<file path="config.mk">
export PLATFORM = sky130hd
export DESIGN_NAME = dual_mod_prescaler
export DESIGN_NICKNAME = d
export VERILOG_FILES = /design/src/rtl/pscl_pkg.sv /design/src/rtl/pscl_fast_fsm.sv /design/src/rtl/pscl_slow_chain.sv /design/src/rtl/pscl_mode_gate.sv /design/src/rtl/dual_mod_prescaler.sv
export SDC_FILE = /design/constraint.sdc
export NUM_CORES = 1
export LEC_CHECK = 0
export BUFFER_PORTS_ARGS = -buffer_cell sky130_fd_sc_hd__buf_2
export CORE_AREA = 2 2 39 41
export DETAILED_ROUTE_END_ITERATION = 10
export DIE_AREA = 0 0 41 43
export PLACE_DENSITY = 0.38
export SLEW_MARGIN = 5
export SYNTH_ARGS = -nofsm -noshare
export SYNTH_HDL_FRONTEND = slang
export SYNTH_SLANG_ARGS = --single-unit
</file>
<file path="constraint.sdc">
create_clock -name clk -period 1.1 [get_ports clk]
set_input_delay 0.33 -clock clk [delete_from_list [all_inputs] [get_ports clk]]
set_output_delay 0.33 -clock clk [all_outputs]
set_load 0.005 [all_outputs]
</file>
<file path="src/rtl/pscl_pkg.sv">
`timescale 1ns/1ps
package pscl_pkg;

    // Base division of the fast stage and number of slow stages.
    localparam int unsigned FAST_BASE   = 4;
    localparam int unsigned SLOW_STAGES = 3;
    localparam int unsigned SLOW_COUNT  = 1 << SLOW_STAGES;

    // Phases of the fast sub-period machine.
    typedef enum logic [2:0] {
        PH_A = 3'd0,
        PH_B = 3'd1,
        PH_C = 3'd2,
        PH_D = 3'd3,
        PH_X = 3'd4
    } fast_phase_t;

endpackage

</file>
<file path="src/rtl/pscl_fast_fsm.sv">
`timescale 1ns/1ps
module pscl_fast_fsm
    import pscl_pkg::*;
(
    input  logic clk,
    input  logic rst_n,
    input  logic stretch,
    output logic tick,
    output logic in_extra
);

    fast_phase_t phase_q;
    fast_phase_t phase_d;

    // Next-phase selection.
    always_comb begin
        phase_d = PH_A;
        unique case (phase_q)
            PH_A: phase_d = PH_B;
            PH_B: phase_d = PH_C;
            PH_C: phase_d = PH_D;
            PH_D: phase_d = stretch ? PH_X : PH_A;
            PH_X: phase_d = PH_A;
            default: phase_d = PH_A;
        endcase
    end

    // Phase register.
    always_ff @(posedge clk) begin
        if (!rst_n) begin
            phase_q <= PH_A;
        end else begin
            phase_q <= phase_d;
        end
    end

    // Outputs: tick on every transition back into PH_A.
    always_comb begin
        tick     = 1'b0;
        in_extra = 1'b0;
        unique case (phase_q)
            PH_A, PH_B, PH_C: tick = 1'b0;
            PH_D: tick = !stretch;
            PH_X: begin
                tick     = 1'b1;
                in_extra = 1'b1;
            end
            default: tick = 1'b0;
        endcase
    end

endmodule

</file>
<file path="src/rtl/pscl_slow_chain.sv">
`timescale 1ns/1ps
module pscl_slow_chain #(
    parameter int unsigned STAGES = 3
) (
    input  logic clk,
    input  logic rst_n,
    input  logic tick,
    output logic top_bit,
    output logic terminal,
    output logic wrap
);

    logic [STAGES-1:0] bit_q;
    logic [STAGES:0]   carry;

    assign carry[0] = tick;

    // Each stage toggles when every lower stage is at 1 and a tick arrives,
    // the single-clock equivalent of a ripple chain fed by the fast stage.
    for (genvar i = 0; i < STAGES; i++) begin : g_stage
        assign carry[i+1] = carry[i] & bit_q[i];
        always_ff @(posedge clk) begin
            if (!rst_n) begin
                bit_q[i] <= 1'b0;
            end else if (carry[i]) begin
                bit_q[i] <= ~bit_q[i];
            end
        end
    end

    assign top_bit  = bit_q[STAGES-1];
    assign terminal = &bit_q;
    assign wrap     = carry[STAGES];

endmodule

</file>
<file path="src/rtl/pscl_mode_gate.sv">
`timescale 1ns/1ps
module pscl_mode_gate (
    input  logic clk,
    input  logic rst_n,
    input  logic mod_sel,
    input  logic wrap,
    input  logic terminal,
    output logic mode_q,
    output logic stretch
);

    // Capture the modulus at each period start, and continuously in reset.
    always_ff @(posedge clk) begin
        if (!rst_n || wrap) begin
            mode_q <= mod_sel;
        end
    end

    assign stretch = mode_q & terminal;

endmodule

</file>
<file path="src/rtl/dual_mod_prescaler.sv">
`timescale 1ns/1ps
module dual_mod_prescaler
    import pscl_pkg::*;
(
    input  logic clk,
    input  logic rst_n,
    input  logic mod_sel,
    output logic div_out,
    output logic last_sub
);

    logic tick;
    logic in_extra;
    logic stretch;
    logic top_bit;
    logic terminal;
    logic wrap;
    logic mode_q;

    pscl_fast_fsm u_fast (
        .clk      (clk),
        .rst_n    (rst_n),
        .stretch  (stretch),
        .tick     (tick),
        .in_extra (in_extra)
    );

    pscl_slow_chain #(
        .STAGES (SLOW_STAGES)
    ) u_slow (
        .clk      (clk),
        .rst_n    (rst_n),
        .tick     (tick),
        .top_bit  (top_bit),
        .terminal (terminal),
        .wrap     (wrap)
    );

    pscl_mode_gate u_mode (
        .clk      (clk),
        .rst_n    (rst_n),
        .mod_sel  (mod_sel),
        .wrap     (wrap),
        .terminal (terminal),
        .mode_q   (mode_q),
        .stretch  (stretch)
    );

    assign div_out  = ~top_bit;
    assign last_sub = terminal;

endmodule

</file>
==> flow_summary.json, run 1 <==
{
  "status": "finished, violations left",
  "violations": "negative setup slack",
  "yosysTopAreaCell": "dfxtp_1",
  "dp.cells": 53,
  "grt.overflow.total": 0,
  "clock-sinks": 7,
  "yosysWarnings": 0,
  "dr.pass1.iters": 4,
  "ys_seq_area_share_pct": 48.4,
  "yosysTopAreaCellShare_pct": 38.7,
  "area.growth.synth_to_final_pct": 72.2,
  "detail-route-antenna-nets": 0,
  "routed_wl_um": 757,
  "first_global_vias": 289,
  "die-width_um": 41,
  "hold_viol_final": 0,
  "io_buffers": 4,
  "critPathArrivalTime_ns": 0.84,
  "max_stage_delay_ns": 0.38,
  "endpoint_kind": "output port",
  "insertion_delay_ns": 0.24,
  "rsz0062_at_grt": "true",
  "fin_area_um2": 534,
  "cp.depth": 3,
  "relSlewSlack_pct": 82.9,
  "layout-drive-gt1-share_pct": 68.8,
  "ir_drop_uv": 491,
  "cts_max_level": 1,
  "setup_viol": 3,
  "row_count": 14,
  "final_nets": 52,
  "grt_max_degree": 8,
  "total_leakage_power_nw": 0.233,
  "startpoint_type": "flip-flop",
  "ios": 5,
  "core_um2": 1380,
  "dieArea_um2": 1760,
  "synthesis.nets": 33,
  "via_count": 293,
  "hpwlAfterDp_um": 441,
  "fin_skew_ns": 0.00181,
  "placed_cell_area_um2": 374,
  "track_usage_pct": 10.5,
  "drt_iter0_drc": 4,
  "die_h_um": 43,
  "cellPowerDensity_nw_per_um2": 1050,
  "min_path_type": "primary input to flip-flop",
  "fmax_ghz": 0.857,
  "clock-root-buffer": "clkbuf_4",
  "crit_family": "flip-flops",
  "holdPathStages": 1,
  "start_util_pct": 22.4,
  "required_ns": 0.77,
  "synth_cell_type_count": 20,
  "fin_cells": 64,
  "cts.clk_slew.worst_paths_ns": 0.05,
  "synth_area_leaders": "dfxtp_1 (39%), edfxtp_1 (9.7%), and3b_4 (4.0%)",
  "cts_tree": "built",
  "fin_ws_ns": -0.0673,
  "drv_cap": 0,
  "r2r_cells": 4,
  "avgViaCountPerCell": 4.58,
  "clock_path_buffers": 2,
  "antenna-diode-count": 0,
  "wire_per_inst_um": 11.8,
  "hold_buffers": 0,
  "period_needed_ns": 1.17,
  "grt_first_pass_wirelength_um": 1190,
  "drv_slew": 0,
  "fin_crit_sh_pct": 106,
  "grt_antenna_before_repair": 0,
  "totalPowerFinal_w": 0.000562,
  "worstSetupPathType": "flip-flop to output port",
  "path_buf_inv": 2,
  "ys_ff_latch": 7,
  "syn_area_um2": 310,
  "path_max_fanout": 4,
  "cts_buffers": 3,
  "holdWs_ns": 0.260,
  "synth_cells": 30,
  "slowest_stage": "dfxtp_4",
  "gp_congestion": 0.692,
  "syn_avg_cell_area_um2": 10.3,
  "tightest_slew_ns": 0.257,
  "drc": 0,
  "worstPathCellList": "nand3_4 -> inv_2 -> buf_6"
}
repair_timing:
action / 4_1_cts / 5_1_grt
setup buffers: 4 / 3
endpoints found under the setup margin: 5 / 6
pin swaps: 3 / 5
resized for setup: 14 / 8
final timing paths:
kind | from | end | slack (ns)
setup / recovery | u_slow.bit_q[0] | last_sub | -0.07
hold reg to reg | u_slow.bit_q[1] | u_slow.bit_q[1] | 0.50
setup reg to reg | u_fast.phase_q[1] | u_slow.bit_q[1] | -0.07
hold / removal | mod_sel | u_mode.mode_q | 0.26
sequential cells by signal, indices dropped and copies added (netlist names):
signal and flops:
u_fast.phase_q 3, u_mode.mode_q 1, u_slow.bit_q 2, u_slow.top_bit 1
metrics by stage:
| step | setup slack (ns) | util, % | setup TNS (ns) |
|---|---|---|---|
| after global placement | -0.0514 | 27.0 | -0.0514 |
| after global routing | -0.119 | 38.6 | -0.396 |
| final | -0.0673 | 38.6 | -0.178 |
| after floorplan | 0.00371 | - | 0 |
| after CTS | -0.0623 | 34.2 | -0.0980 |
| after detailed placement | -0.0816 | 27.0 | -0.0929 |
synthesized netlist by cell type:
cell,number
dfxtp_1,6
inv_1,3
nor2_1,3
nand2b_1,2
a21oi_1,1
and3_2,1
and3b_4,1
and4_1,1
edfxtp_1,1
mux2i_1,1
nand2_1,1
nand3_1,1
nand4b_1,1
nor3b_2,1
o211a_1,1
o21ai_1,1
o221a_1,1
o2bb2ai_1,1
o31ai_1,1
xnor2_1,1
routing by layer:
metal / global-route usage (%) / up-vias / part of all wire (%)
met4: 8.00 / 0 / 0
met5: 0 / - / 0
met2: 16.3 / 6 / 55
met3: 3.66 / 0 / 3.7
met1: 10.7 / 142 / 42
li1: - / 145 / -
report_power, final:
part	switching (W)	total, W	internal (W)
registers	0.0000154	0.000281	0.000266
clock network	0.0000903	0.000228	0.000138
logic	0.0000233	0.0000522	0.0000288
total	0.000129	0.000562	0.000433
cell families after synthesis:
kind of cell / after synthesis / synth area share [%]
compound gates: 6 / 15.3
mux: 1 / 3.23
flops: 7 / 48.4
buf+inv: 3 / 3.63
simple gates: 12 / 26.6
xor+xnor: 1 / 2.82
area by class of cell:
class,count,area [µm²]
fillers,142,850
inverters,3,11.3
repair buffers,14,108
clock buffers,4,26.3
well taps,16,20.0
multi-input cells,20,199
flip-flops and latches,7,170
placed cells by master (no fill, tap or decap), types with 2 or more instances in the layout:
cell and n:
buf_4 10, dfxtp_4 5, nor2_1 3, clkbuf_4 3
inv_2 2, nand2b_1 2, buf_2 2, buf_6 2
(Power assumes the default switching activity.)
==> run 2, diff against run 1 <==
BUFFER_PORTS_ARGS = not set   (was -buffer_cell sky130_fd_sc_hd__buf_2)
DONT_BUFFER_PORTS = 1   (was not set)
PLACE_DENSITY = 0.35   (was 0.38)
SETUP_SLACK_MARGIN = 0.1   (was not set)
==> run 2 against run 1 <==
Effect of this change:
- the flow still finishes with violations (negative setup slack)
- worst hold slack worse by 0.090 ns
- clock skew is 0.00063 ns higher
- total power shrank 0.95%
- clock power rose by 4%
- largest cell class unchanged
- largest power group unchanged
==> flow_summary.json, run 2 (synthesis results as in run 1) <==
{
  "status": "finished, violations left",
  "violations": "negative setup slack",
  "track_usage_pct": 9.89,
  "grt_antenna_before_repair": 0,
  "layout_common_cells": "buf_4 (6), nor2_1 (3), clkbuf_4 (3), dfxtp_2 (3), dfxtp_4 (3)",
  "drv_cap": 0,
  "fin_cells": 56,
  "cts.clk_slew.worst_paths_ns": 0.05,
  "hold_viol_final": 0,
  "largest_reg_flops": 3,
  "slowest_stage": "dfxtp_4",
  "fin_ws_ns": -0.0353,
  "via_count": 257,
  "worstPathCellList": "nor3b_4 -> a21oi_2 -> o21ai_1",
  "switching_power_w": 0.000128,
  "reg_top3": "u_fast.phase_q (3), u_slow.bit_q (2)",
  "ios": 5,
  "dp.cells": 50,
  "antenna-diode-count": 0,
  "fin_area_um2": 445,
  "fin_crit_sh_pct": 103,
  "routed_wl_um": 647,
  "area.growth.synth_to_final_pct": 43.5,
  "path_max_fanout": 4,
  "drc": 0,
  "clock-root-buffer": "clkbuf_4",
  "seq_area_um2": 165,
  "start_util_pct": 22.4,
  "crit_family": "flip-flops",
  "critPathArrivalTime_ns": 1.10,
  "die-width_um": 41,
  "final_nets": 44,
  "period_needed_ns": 1.14,
  "final_common_cell": "buf_4",
  "tightest_slew_ns": 0.277,
  "min_path_type": "primary input to flip-flop",
  "insertion_delay_ns": 0.25,
  "gp_congestion": 0.654,
  "setup_viol": 1,
  "rsz0062_at_grt": "true",
  "p_clk_share_pct": 42.7,
  "startpoint_type": "flip-flop",
  "io_buffers": 0,
  "avgViaCountPerCell": 4.59,
  "largest_register": "u_fast.phase_q",
  "fmax_ghz": 0.881,
  "detail-route-antenna-nets": 0,
  "layout-drive-gt1-share_pct": 57.5,
  "power_frac_seq_pct": 51.1,
  "placed_cell_area_um2": 373,
  "p_sw_share_pct": 23.0,
  "comb_power_share_pct": 6.3,
  "multi_input_area_um2": 178,
  "total_leakage_power_nw": 0.191,
  "path_buf_inv": 0,
  "grt_max_degree": 8,
  "clock_path_buffers": 2,
  "power.internal_w": 0.000428,
  "fin_skew_ns": 0.00243,
  "cts_tree": "built",
  "grt_first_pass_wirelength_um": 1050,
  "cts_buffers": 3,
  "dieArea_um2": 1760,
  "cellPowerDensity_nw_per_um2": 1250,
  "die_h_um": 43,
  "dr.pass1.iters": 2,
  "drt_iter0_drc": 1,
  "drv_slew": 0,
  "hold_buffers": 0,
  "relSlewSlack_pct": 81.5,
  "max_stage_delay_ns": 0.36,
  "rrSetupSlack_ns": -0.04,
  "ir_drop_uv": 564,
  "required_ns": 1.06,
  "fillCellCount": 144,
  "core_um2": 1380,
  "row_count": 14,
  "endpoint_kind": "flip-flop",
  "first_global_vias": 245,
  "grt.overflow.total": 0,
  "worstSetupPathType": "flip-flop to flip-flop",
  "hpwlAfterDp_um": 434,
  "wire_per_inst_um": 11.6,
  "cts_max_level": 1,
  "clock-sinks": 7
}
==> run 2: cell types whose count changed in the layout (fill, tap and decap cells not counted), sizes merged <==
| cell | delta |
|---|---|
| buf | -8 |
==> run 2: worst reg2reg max path, stage by stage (launching register included) <==
cell,delay (ns)
dfxtp_4,0.36
nor3b_4,0.28
a21oi_2,0.07
o21ai_1,0.13
==> run 2: what timing repair did <==
item | CTS | global route
endpoints found under the setup margin | 6 | 6
resized for setup | 9 | 3
pin swaps | 1 | 1
buffers inserted | 1 | 1
==> run 2: final cells by class <==
class                           count  share of cell area, %
Tap cell                           16                   4.49
Sequential cell                     7                   37.1
Clock buffer                        4                   5.90
Multi-Input combinational cell     20                   39.9
Timing Repair Buffer                6                   10.1
Inverter                            3                   2.53
==> run 2: per-layer routing <==
metal | part of all wire [%] | GRT usage, %
met5 | 0 | 0
met4 | 2.6 | 12.0
met3 | 4.9 | 3.14
met2 | 51 | 12.2
met1 | 41 | 11.4
==> run 2: power by group through the flow <==
stage	clock network, W	registers, W	logic, W
CTS	0.000242	0.000286	0.0000343
floorplan	0	0.000291	0.0000196
global route	0.000273	0.000286	0.0000390
detailed placement	0	0.000292	0.0000327
finish	0.000237	0.000284	0.0000348
global placement	0	0.000292	0.0000324
==> run 2: through the flow <==
| step | util (%) | setup slack [ns] | hold slack, ns | power [W] | TNS, ns |
|---|---|---|---|---|---|
| after floorplan | - | 0.0287 | 0.429 | 0.000311 | 0 |
| after global placement | 26.9 | -0.0182 | 0.429 | 0.000325 | -0.0182 |
| after detailed placement | 26.9 | -0.0128 | 0.429 | 0.000325 | -0.0225 |
| after CTS | 30.9 | -0.0200 | 0.166 | 0.000563 | -0.0366 |
| after global routing | 32.2 | -0.0909 | 0.150 | 0.000598 | -0.295 |
| final | 32.2 | -0.0353 | 0.169 | 0.000557 | -0.0353 |
==> run 2: worst paths after layout <==
path | start | endpoint | cells past startpoint
hold reg to reg | u_fast.phase_q[1] | u_fast.phase_q[1] | 2
setup / recovery | u_fast.phase_q[1] | u_mode.mode_q | 3
hold / removal | mod_sel | u_mode.mode_q | 0
setup reg to reg | u_fast.phase_q[1] | u_mode.mode_q | 3
